## src/rtl/ctc_pkg.sv

```systemverilog
package ctc_pkg;
  localparam int unsigned WAYS  = 4;
  localparam int unsigned WAY_W = 2;

  typedef logic [WAY_W-1:0] way_t;
  typedef logic [2:0]       plru_t;

  typedef enum logic {FILL_IDLE, FILL_WAIT} fill_state_e;

  // b0 picks the pair, b1 inside ways 0/1, b2 inside ways 2/3
  function automatic way_t plru_victim(plru_t s);
    return s[0] ? {1'b1, s[2]} : {1'b0, s[1]};
  endfunction

  function automatic plru_t plru_point_away(plru_t s, way_t w);
    plru_t n;
    n    = s;
    n[0] = ~w[1];
    if (w[1]) n[2] = ~w[0];
    else      n[1] = ~w[0];
    return n;
  endfunction
endpackage

```

## src/rtl/ctc_tag_store.sv

```systemverilog
module ctc_tag_store
  import ctc_pkg::*;
#(
  parameter int unsigned SETS  = 16,
  parameter int unsigned IDX_W = 4,
  parameter int unsigned TAG_W = 23
) (
  input  logic             clk_i,
  input  logic             rst_ni,
  input  logic             flash_i,
  input  logic             sn_valid_i,
  input  logic [IDX_W-1:0] sn_idx_i,
  input  logic [TAG_W-1:0] sn_tag_i,
  input  logic [IDX_W-1:0] lk_idx_i,
  input  logic [TAG_W-1:0] lk_tag_i,
  input  logic             wr_en_i,
  input  logic [IDX_W-1:0] wr_idx_i,
  input  way_t             wr_way_i,
  input  logic [TAG_W-1:0] wr_tag_i,
  output logic             lk_hit_o,
  output way_t             lk_way_o
);
  logic [TAG_W-1:0] tag_q   [SETS][WAYS];
  logic [WAYS-1:0]  valid_q [SETS];
  logic [WAYS-1:0]  sn_kill, lk_match;
  logic             same_set;

  assign same_set = sn_idx_i == lk_idx_i;

  for (genvar w = 0; w < WAYS; w++) begin : g_way
    assign sn_kill[w]  = sn_valid_i && valid_q[sn_idx_i][w] &&
                         (tag_q[sn_idx_i][w] == sn_tag_i);
    // snoop takes effect before a same-cycle lookup
    assign lk_match[w] = valid_q[lk_idx_i][w] && !(sn_kill[w] && same_set) &&
                         (tag_q[lk_idx_i][w] == lk_tag_i);
  end

  always_comb begin
    lk_way_o = '0;
    for (int w = 0; w < WAYS; w++)
      if (lk_match[w]) lk_way_o = way_t'(w);
  end
  assign lk_hit_o = |lk_match;

  always_ff @(posedge clk_i or negedge rst_ni) begin
    if (!rst_ni) begin
      for (int s = 0; s < SETS; s++) valid_q[s] <= '0;
    end else if (flash_i) begin
      for (int s = 0; s < SETS; s++) valid_q[s] <= '0;
    end else begin
      if (|sn_kill) valid_q[sn_idx_i] <= valid_q[sn_idx_i] & ~sn_kill;
      if (wr_en_i)  valid_q[wr_idx_i][wr_way_i] <= 1'b1;
    end
  end

  always_ff @(posedge clk_i) begin
    if (wr_en_i) tag_q[wr_idx_i][wr_way_i] <= wr_tag_i;
  end
endmodule

```

## src/rtl/ctc_plru_bank.sv

```systemverilog
module ctc_plru_bank
  import ctc_pkg::*;
#(
  parameter int unsigned SETS  = 16,
  parameter int unsigned IDX_W = 4
) (
  input  logic             clk_i,
  input  logic             rst_ni,
  input  logic             flash_i,
  input  logic             upd_i,
  input  logic [IDX_W-1:0] upd_idx_i,
  input  way_t             upd_way_i,
  input  logic [IDX_W-1:0] rd_idx_i,
  output way_t             victim_o
);
  plru_t st_q [SETS];

  for (genvar s = 0; s < SETS; s++) begin : g_set
    always_ff @(posedge clk_i or negedge rst_ni) begin
      if (!rst_ni)                              st_q[s] <= '0;
      else if (flash_i)                         st_q[s] <= '0;
      else if (upd_i && upd_idx_i == IDX_W'(s)) st_q[s] <= plru_point_away(st_q[s], upd_way_i);
    end
  end

  assign victim_o = plru_victim(st_q[rd_idx_i]);
endmodule

```

## src/rtl/ctc_fill_ctrl.sv

```systemverilog
module ctc_fill_ctrl
  import ctc_pkg::*;
#(
  parameter int unsigned ADDR_W = 32,
  parameter int unsigned OFF_W  = 5
) (
  input  logic              clk_i,
  input  logic              rst_ni,
  input  logic              start_i,
  input  logic              single_i,
  input  logic [ADDR_W-1:0] addr_i,
  input  logic              write_i,
  input  way_t              victim_i,
  input  logic              refill_done_i,
  output logic              fill_req_o,
  output logic              fill_single_o,
  output logic [ADDR_W-1:0] fill_addr_o,
  output logic              fill_write_o,
  output logic              alloc_o,
  output way_t              alloc_way_o
);
  fill_state_e       state_q;
  logic              single_q, write_q;
  logic [ADDR_W-1:0] addr_q;
  way_t              way_q;

  always_ff @(posedge clk_i or negedge rst_ni) begin
    if (!rst_ni) begin
      state_q  <= FILL_IDLE;
      single_q <= 1'b0;
      write_q  <= 1'b0;
      addr_q   <= '0;
      way_q    <= '0;
    end else begin
      case (state_q)
        FILL_IDLE: if (start_i) begin
          state_q  <= FILL_WAIT;
          single_q <= single_i;
          write_q  <= write_i;
          way_q    <= victim_i;
          addr_q   <= single_i ? addr_i : {addr_i[ADDR_W-1:OFF_W], {OFF_W{1'b0}}};
        end
        FILL_WAIT: if (refill_done_i) state_q <= FILL_IDLE;
        default:   state_q <= FILL_IDLE;
      endcase
    end
  end

  assign fill_req_o    = state_q == FILL_WAIT;
  assign fill_single_o = single_q;
  assign fill_addr_o   = addr_q;
  assign fill_write_o  = write_q;
  assign alloc_o       = fill_req_o && refill_done_i && !single_q;
  assign alloc_way_o   = way_q;
endmodule

```

## src/rtl/lockable_tag_ctrl.sv

```systemverilog
module lockable_tag_ctrl
  import ctc_pkg::*;
#(
  parameter int unsigned ADDR_W = 32,
  parameter int unsigned SETS   = 16,
  parameter int unsigned OFF_W  = 5
) (
  input  logic                    clk_i,
  input  logic                    rst_ni,
  input  logic                    lk_valid_i,
  input  logic [ADDR_W-1:0]       lk_addr_i,
  input  logic                    lk_write_i,
  input  logic                    lk_touch_i,
  input  logic                    sn_valid_i,
  input  logic [ADDR_W-OFF_W-1:0] sn_line_i,
  input  logic                    cfg_we_i,
  input  logic                    cfg_enable_i,
  input  logic                    cfg_lock_i,
  input  logic                    cfg_flash_i,
  input  logic                    cfg_touch_off_i,
  input  logic                    refill_done_i,
  output logic [3:0]              ctrl_o,
  output logic                    hit_o,
  output logic                    miss_o,
  output logic [1:0]              hit_way_o,
  output logic                    fill_req_o,
  output logic                    fill_single_o,
  output logic [ADDR_W-1:0]       fill_addr_o,
  output logic                    fill_write_o,
  output logic                    busy_o
);
  localparam int unsigned IDX_W = $clog2(SETS);
  localparam int unsigned TAG_W = ADDR_W - IDX_W - OFF_W;

  logic en_q, lock_q, flash_q, toff_q;
  logic flash_now, act, lk_hit, miss_go, alloc, upd;
  way_t lk_way, victim, alloc_way, upd_way;
  logic [IDX_W-1:0] lk_idx, sn_idx, fill_idx, upd_idx;
  logic [TAG_W-1:0] lk_tag, sn_tag, fill_tag;

  always_ff @(posedge clk_i or negedge rst_ni) begin
    if (!rst_ni) begin
      en_q    <= 1'b0;
      lock_q  <= 1'b0;
      flash_q <= 1'b0;
      toff_q  <= 1'b0;
    end else if (cfg_we_i) begin
      en_q    <= cfg_enable_i;
      lock_q  <= cfg_lock_i;
      flash_q <= cfg_flash_i;
      toff_q  <= cfg_touch_off_i;
    end else if (flash_q && en_q) begin
      flash_q <= 1'b0;
    end
  end

  assign ctrl_o    = {toff_q, flash_q, lock_q, en_q};
  assign flash_now = flash_q && en_q;
  assign busy_o    = flash_now || fill_req_o;

  assign lk_idx = lk_addr_i[OFF_W +: IDX_W];
  assign lk_tag = lk_addr_i[ADDR_W-1 -: TAG_W];
  assign sn_idx = sn_line_i[IDX_W-1:0];
  assign sn_tag = sn_line_i[ADDR_W-OFF_W-1 -: TAG_W];
  assign fill_idx = fill_addr_o[OFF_W +: IDX_W];
  assign fill_tag = fill_addr_o[ADDR_W-1 -: TAG_W];

  assign act       = lk_valid_i && en_q && !(lk_touch_i && toff_q);
  assign hit_o     = act && !busy_o && lk_hit;
  assign miss_o    = act && (busy_o || !lk_hit);
  assign hit_way_o = hit_o ? lk_way : '0;
  assign miss_go   = act && !busy_o && !lk_hit;

  // hit and allocation never coincide: hits need an idle fill path
  assign upd     = hit_o || alloc;
  assign upd_idx = alloc ? fill_idx : lk_idx;
  assign upd_way = alloc ? alloc_way : lk_way;

  ctc_tag_store #(.SETS(SETS), .IDX_W(IDX_W), .TAG_W(TAG_W)) u_tags (
    .clk_i, .rst_ni,
    .flash_i    (flash_now),
    .sn_valid_i,
    .sn_idx_i   (sn_idx),
    .sn_tag_i   (sn_tag),
    .lk_idx_i   (lk_idx),
    .lk_tag_i   (lk_tag),
    .wr_en_i    (alloc),
    .wr_idx_i   (fill_idx),
    .wr_way_i   (alloc_way),
    .wr_tag_i   (fill_tag),
    .lk_hit_o   (lk_hit),
    .lk_way_o   (lk_way)
  );

  ctc_plru_bank #(.SETS(SETS), .IDX_W(IDX_W)) u_plru (
    .clk_i, .rst_ni,
    .flash_i   (flash_now),
    .upd_i     (upd),
    .upd_idx_i (upd_idx),
    .upd_way_i (upd_way),
    .rd_idx_i  (lk_idx),
    .victim_o  (victim)
  );

  ctc_fill_ctrl #(.ADDR_W(ADDR_W), .OFF_W(OFF_W)) u_fill (
    .clk_i, .rst_ni,
    .start_i       (miss_go),
    .single_i      (lock_q),
    .addr_i        (lk_addr_i),
    .write_i       (lk_write_i),
    .victim_i      (victim),
    .refill_done_i,
    .fill_req_o,
    .fill_single_o,
    .fill_addr_o,
    .fill_write_o,
    .alloc_o       (alloc),
    .alloc_way_o   (alloc_way)
  );
endmodule

```

## config.mk

```make
export PLATFORM = sky130hd
export DESIGN_NAME = lockable_tag_ctrl
export DESIGN_NICKNAME = d
export VERILOG_FILES = /design/src/rtl/ctc_pkg.sv /design/src/rtl/ctc_tag_store.sv /design/src/rtl/ctc_plru_bank.sv /design/src/rtl/ctc_fill_ctrl.sv /design/src/rtl/lockable_tag_ctrl.sv
export SDC_FILE = /design/constraint.sdc
export NUM_CORES = 2
export LEC_CHECK = 0
export ABC_AREA = 0
export BUFFER_PORTS_ARGS = -buffer_cell sky130_fd_sc_hd__buf_2
export CAP_MARGIN = 20
export CORE_ASPECT_RATIO = 1.1
export CORE_UTILIZATION = 35
export CTS_CLUSTER_DIAMETER = 60
export DETAILED_ROUTE_END_ITERATION = 16
export PLACE_DENSITY = 0.56
export REMOVE_ABC_BUFFERS = 1
export SLEW_MARGIN = 40
export SYNTH_ARGS = -nofsm -noshare
export SYNTH_HDL_FRONTEND = slang
export SYNTH_SLANG_ARGS = --single-unit
export TNS_END_PERCENT = 20
```

## constraint.sdc

```tcl
create_clock -name clk_i -period 6.56 [get_ports clk_i]
set_input_delay 0.656 -clock clk_i [delete_from_list [all_inputs] [get_ports clk_i]]
set_output_delay 0.656 -clock clk_i [all_outputs]
set_load 0.05 [all_outputs]
```

### Word level (Yosys, flattened, before mapping)

Memory sizes are Yosys's and may differ from the RTL's.
Index checks and enable logic that the tools add are counted.

| cells by class | value |
|---|---|
| add/sub/neg operators | 0 |
| $mul | 0 |
| divide/modulo/power cells | 0 |
| $lt $le $gt $ge | 9 |
| eq/ne operators | 25 |
| shift operators | 0 |
| mux-type cells | 71 |
| bitwise operators | 10 |
| reductions and logical operators | 115 |

Operator list:

| operator | number |
|---|---|
| two-way mux 64 bit | 4 |
| == test 23 bit | 8 |
| two-way mux 3 bit | 34 |
| two-way mux 92 bit | 1 |
| AND reduction 2 bit | 33 |
| bitwise mux 64 bit | 1 |
| bitwise OR 64 bit | 1 |
| logical AND 1 bit | 50 |
| demux 23 bit (select 2 bit) | 1 |
| nonzero test 2 bit | 18 |
| binary-select mux 4 bit (select 4 bit) | 2 |
| demux 4 bit (select 4 bit) | 2 |
| == test 4 bit, second input constant | 8 |
| two-way mux 4 bit | 7 |
| two-way mux 23 bit | 1 |
| == test 4 x 3 -> 1 bit, second input constant | 4 |
| >= comparator 5 bit, second input constant | 3 |
| inverter 4 -> 5 bit | 3 |
| binary-select mux 3 bit (select 4 bit) | 1 |
| < comparator 5 x 1 -> 1 bit, second input constant | 2 |
| two-way mux 2 bit | 5 |
| two-way mux 1 bit | 9 |
| == test 4 x 2 -> 1 bit, second input constant | 2 |
| zero test 1 bit | 8 |
| 17 further kinds | 22 |

| word-level totals | value |
|---|---|
| register bits | 153 |
| bits in latches | 0 |
| bits in writable memories | 1472 |
| bits in read-only memories | 0 |
| bits of input ports | 71 |
| output and inout bits | 44 |
| word-level logic and storage cells | 304 |
| memories kept | 1 |

Memory list:

| name | depth | width | rd ports | clocked after memory_dff | wr ports | RTL line | source |
|---|---|---|---|---|---|---|---|
| u_tags.tag_q | 16 | 92 | 2 | 0 | 1 | ctc_tag_store.sv:23 | `logic [TAG_W-1:0] tag_q [SETS][WAYS];` |

### Depth between registers and ports, before layout

| logic depth | value |
|---|---|
| depth in word-level cells | 18 |
| mapped depth | 22 |
| mapped depth without buffers | 12 |

### By module

Synthesis repeated with hierarchy kept, for this count alone.

| second synthesis, totals | value |
|---|---|
| cells, all modules | 4308 |
| area, all modules | 79462.5 um2 |

By module, submodules not included:

| module | times used | cells each | area an instance (um2) | sequential area each (um2) |
|---|---|---|---|---|
| ctc_tag_store | 1 | 3980 | 75040.7 | 45803.9 |
| ctc_plru_bank | 1 | 196 | 2502.4 | 1201.2 |
| ctc_fill_ctrl | 1 | 92 | 1544.0 | 925.9 |
| lockable_tag_ctrl | 1 | 40 | 375.4 | 100.1 |

### Least setup slack after synthesis

Ideal clock, no wire load.

| path | value |
|---|---|
| kind | input to output |
| from | in lk_addr_i[5] |
| to | out hit_way_o[0] |
| data arrival time | 5.549 ns |
| data required time | 5.904 ns |
| setup slack | 0.355 ns |
| stages on the path | 16 |
| buffers on the path | 6 |
| cells stage by stage | buf_6 -> buf_8 -> buf_6 -> buf_8 -> buf_6 -> buf_2 -> mux4_2 -> xor2_1 -> o21ai_0 -> o211ai_1 -> a2111oi_0 -> nand4_1 -> o22ai_1 -> nor2_1 -> a21oi_1 -> a21boi_0 |

| between the ends | value |
|---|---|
| elaborated cells between the ends (all ways) | 32 |
| those cells by class | eq/ne: 5; mux: 7; bitwise: 1; reduce/logical: 18; memory: 1 |

RTL lines:

| element | RTL line | source |
|---|---|---|
| from (decl) | lockable_tag_ctrl.sv:11 | `input logic [ADDR_W-1:0] lk_addr_i,` |
| branches (longest 6 deep; another with memory read (16 x 92 bit)) | -- |  |
| OR reduction 4 bit (*) | ctc_tag_store.sv:43 | `assign lk_hit_o = \|lk_match;` |
| logical AND 1 bit (*) | lockable_tag_ctrl.sv:69 | `assign hit_o = act && !busy_o && lk_hit;` |
| named net hit_o | lockable_tag_ctrl.sv:23 | `output logic hit_o,` |
| two-way mux 2 bit (*) | lockable_tag_ctrl.sv:71 | `assign hit_way_o = hit_o ? lk_way : '0;` |
| to (decl) | lockable_tag_ctrl.sv:25 | `output logic [1:0] hit_way_o,` |

Mark *: on every way through the listed nets, which the timed path passes. The select of a mux whose other input is x is not followed.

### Worst setup path after layout

| path | value |
|---|---|
| from | in lk_addr_i[5] |
| to | out hit_way_o[0] |

| between the ends | value |
|---|---|
| word-level cells in the longest chain between the ends | 10 |
| elaborated cells between the ends (all ways) | 32 |
| those cells by class | eq/ne: 5; mux: 7; bitwise: 1; reduce/logical: 18; memory: 1 |

RTL lines:

| element | RTL line |
|---|---|
| branches (longest 9 deep; another with memory read (16 x 92 bit)) | -- |
| two-way mux 2 bit (*) | lockable_tag_ctrl.sv:71 |

Mark *: on every way between the ends. The select of a mux whose other input is x is not followed.

==> results.json <==
{
  "ir_drop_uv": 323,
  "synth-edff-count": 1472,
  "rows": 184,
  "numCtsBuffers": 175,
  "cts_max_level": 4,
  "vias_per_cell": 6.27,
  "synthArstFlopShare_pct": 9.42,
  "crit_family": "compound AO/OA/AOI/OAI gates",
  "critical_path.max_stage_delay_ps": 600,
  "slew_viol_final": 0,
  "worstPathMaxFanout": 28,
  "fmax_mhz": 156,
  "cts_tree": "yes",
  "root_buffer": "clkbuf_16",
  "grtUsageTotal_pct": 26.6,
  "layout_common_cells": "1472 x edfxtp_1, 659 x mux4_2, 511 x mux2i_1",
  "cp_common_cell": "buf_4",
  "grt_pass1_wl_um": 423000,
  "pre_cts_ws_ps": 199,
  "vias": 51000,
  "firstDrtPassIters": 8,
  "syn_inst": 4704,
  "drive_above_1_share_pct": 29.3,
  "ys_types": 86,
  "antenna_left": 0,
  "ys.flop_type": "edfxtp_1",
  "crit_chain": "buf_8 -> buf_4 -> mux4_2 -> xnor2_1 -> a21oi_1 -> a211oi_1 -> o211ai_1 -> a2111oi_0 -> nand4_1 -> buf_4 -> o22ai_1 -> nor2_1 -> buf_4 -> a21oi_1 -> a21boi_0 -> buf_2",
  "fp.dieH_um": 505,
  "clock_latency_ps": 860,
  "holdWs_ps": 56.3,
  "crit_slowest_cell": "mux4_2",
  "ys_seq_area_share_pct": 59.8,
  "worst_slack_ps": 147,
  "core-area_sq_mm": 0.228,
  "crit_buf_inv": 5,
  "hold_depth": 2,
  "fin_crit_sh_pct": 97.8,
  "finalSetupViolCount": 0,
  "r2r-start": "u_tags.tag_q[2][45]$_DFFE_PP_",
  "wl_um": 312000,
  "grt_max_degree": 81,
  "path_clk_slew_ps": 60,
  "end_kind": "output pin",
  "finClkSkew_ps": 39.2,
  "synth_seq_cells": 1625,
  "reg2reg_slack_ps": 1500,
  "synth_area_sq_mm": 0.0804,
  "drt_iter0_markers": 7146,
  "grt_setup_unrepaired": "no",
  "final_common_cell": "edfxtp_1",
  "yosysWarnings": 0,
  "area_growth_pct": 13.9,
  "status": "completed",
  "clockBufferDepth": 3,
  "portBuffers": 114,
  "required_ps": 5900,
  "cts-resized-gates": 0,
  "worst_hold_path.endpoint": "lock_q$_DFFE_PN0P_",
  "slew-limit-headroom_pct": 37.6,
  "num_io_pins": 115,
  "hp-start": "cfg_lock_i",
  "power-per-cell-area_mw_per_mm2": 297,
  "hp-class": "input port to flop",
  "dp_hpwl_um": 198000,
  "fin_nets": 4985,
  "worst_slew_pin_slew_ps": 923,
  "p_leak_nw": 31.3,
  "finalHoldViolCount": 0,
  "initial_utilization_pct": 35.2,
  "antenna_found_initial": 17,
  "syn_avg_cell_area_sq_um": 17.1,
  "wl_per_cell_um": 38.4,
  "crit_arrival_ps": 5760,
  "grt_overflow": 0,
  "gp_congestion": 0.982,
  "die-area_sq_mm": 0.232,
  "critPathLaunchType": "input port",
  "fin_util_pct": 40.1,
  "cts_sinks": 1625,
  "drc": 0,
  "rr_endpoint": "u_plru.st_q[32]$_DFFE_PN0P_",
  "r2r_cells": 14,
  "die_width_um": 459,
  "maxCapViolCount": 0,
  "worstSetupPathType": "input port to output pin",
  "grt_pass1_vias": 50400,
  "finalCriticalPeriod_ps": 6410
}
[per-stage QoR]
| stage | cell area, sq um | TNS, ps | power [mW] | cells |
|---|---|---|---|---|
| final | 91500 | 0 | 27.2 | 8140 |
| after detailed placement | 85400 | 0 | 16.9 | 7797 |
| after global routing | 91500 | 0 | 27.8 | 8133 |
| after floorplan | 78200 | -65.7 | 14.7 | 4329 |
| after global placement | 85300 | 0 | 16.8 | 7794 |
| after CTS | 91400 | 0 | 27.2 | 8126 |
[what timing repair did]
item | 4_1_cts | 5_1_grt
hold buffers | 5 | 0
hold endpoints to repair | 46 | 0
buffers inserted | 0 | 0
[logic make-up (layout without fill, tap and decap cells)]
logic type | Yosys count | in the layout | share of synthesized area, %
flops | 1625 | 1625 | 59.8
other cells | 0 | 10 | 0
simple gates | 522 | 522 | 3.22
compound gates | 564 | 564 | 4.95
xor+xnor | 262 | 262 | 2.86
buf+inv | 472 | 829 | 3.13
mux | 1259 | 1259 | 26.1
[where the power goes]
part           switching (mW)  internal (mW)  leakage [nW]  total, mW
sequential              0.144           12.4          15.3       12.5
combinational            3.12           1.13          13.1       4.25
clock                    4.34           6.07          2.88       10.4
[layer usage]
layer | track usage (%) | part of all wire, %
met1 | 33.5 | 37
met5 | 0 | 0.048
met3 | 6.15 | 9.8
met4 | 14.8 | 6.8
met2 | 42.2 | 46
[state kept, by name (all words and copies together), names as in the netlist]
name / flops
en_q: 1
flash_q: 1
lock_q: 1
toff_q: 1
u_fill.alloc_way_o: 2
u_fill.fill_addr_o: 32
u_fill.fill_req_o: 1
u_fill.fill_single_o: 1
u_fill.fill_write_o: 1
u_plru.st_q: 48
u_tags.tag_q: 1472
u_tags.valid_q: 64
[final cells by class]
| type | instances | area [sq um] |
|---|---|---|
| antenna | 10 | 25.0 |
| clock inverter | 88 | 1100 |
| multi-input combinational | 2607 | 29900 |
| fill | 20600 | 137000 |
| timing repair buffer | 408 | 3350 |
| sequential | 1625 | 48100 |
| tap | 3069 | 3840 |
| clock buffer | 236 | 4880 |
| inverter | 97 | 374 |
[worst max path at each step]
| stage | from | end | slack, ps | cells past startpoint |
|---|---|---|---|---|
| floorplan | lk_addr_i[6] | hit_way_o[0] | -70 | 10 |
| global placement | lk_addr_i[5] | hit_way_o[0] | 250 | 16 |
| detailed placement | lk_addr_i[5] | hit_way_o[0] | 200 | 16 |
| CTS | lk_addr_i[5] | hit_way_o[0] | 160 | 16 |
| global route | lk_addr_i[5] | hit_way_o[0] | 10 | 16 |
| finish | lk_addr_i[5] | hit_way_o[0] | 150 | 16 |
[synth_stat cells (all sizes together), types with 89 or more instances]
cell type  count  area share (%)
edfxtp      1472              55
mux4         659              18
xnor2        169             1.8
mux2          89             1.2
inv           94            0.44
xor2          93             1.0
dfrtp        153             4.8
buf          253             2.1
clkbuf       122            0.57
nand2        197            0.92
a21oi        117            0.74
o21ai         98            0.61
mux2i        511             6.4
[worst register-to-register path, stage by stage, from the launching register on]
cell and delay, ps:
edfxtp_1 410, mux4_2 460, mux2i_1 220, buf_4 170, mux2_2 330, nor4_1 320
o2111ai_1 270, or4_4 620, nor4_4 430, nor2_2 110, nor3_4 400, buf_4 260
a211oi_2 170, or2_1 440, a32o_1 340
Power figures use the tool's default switching activity.
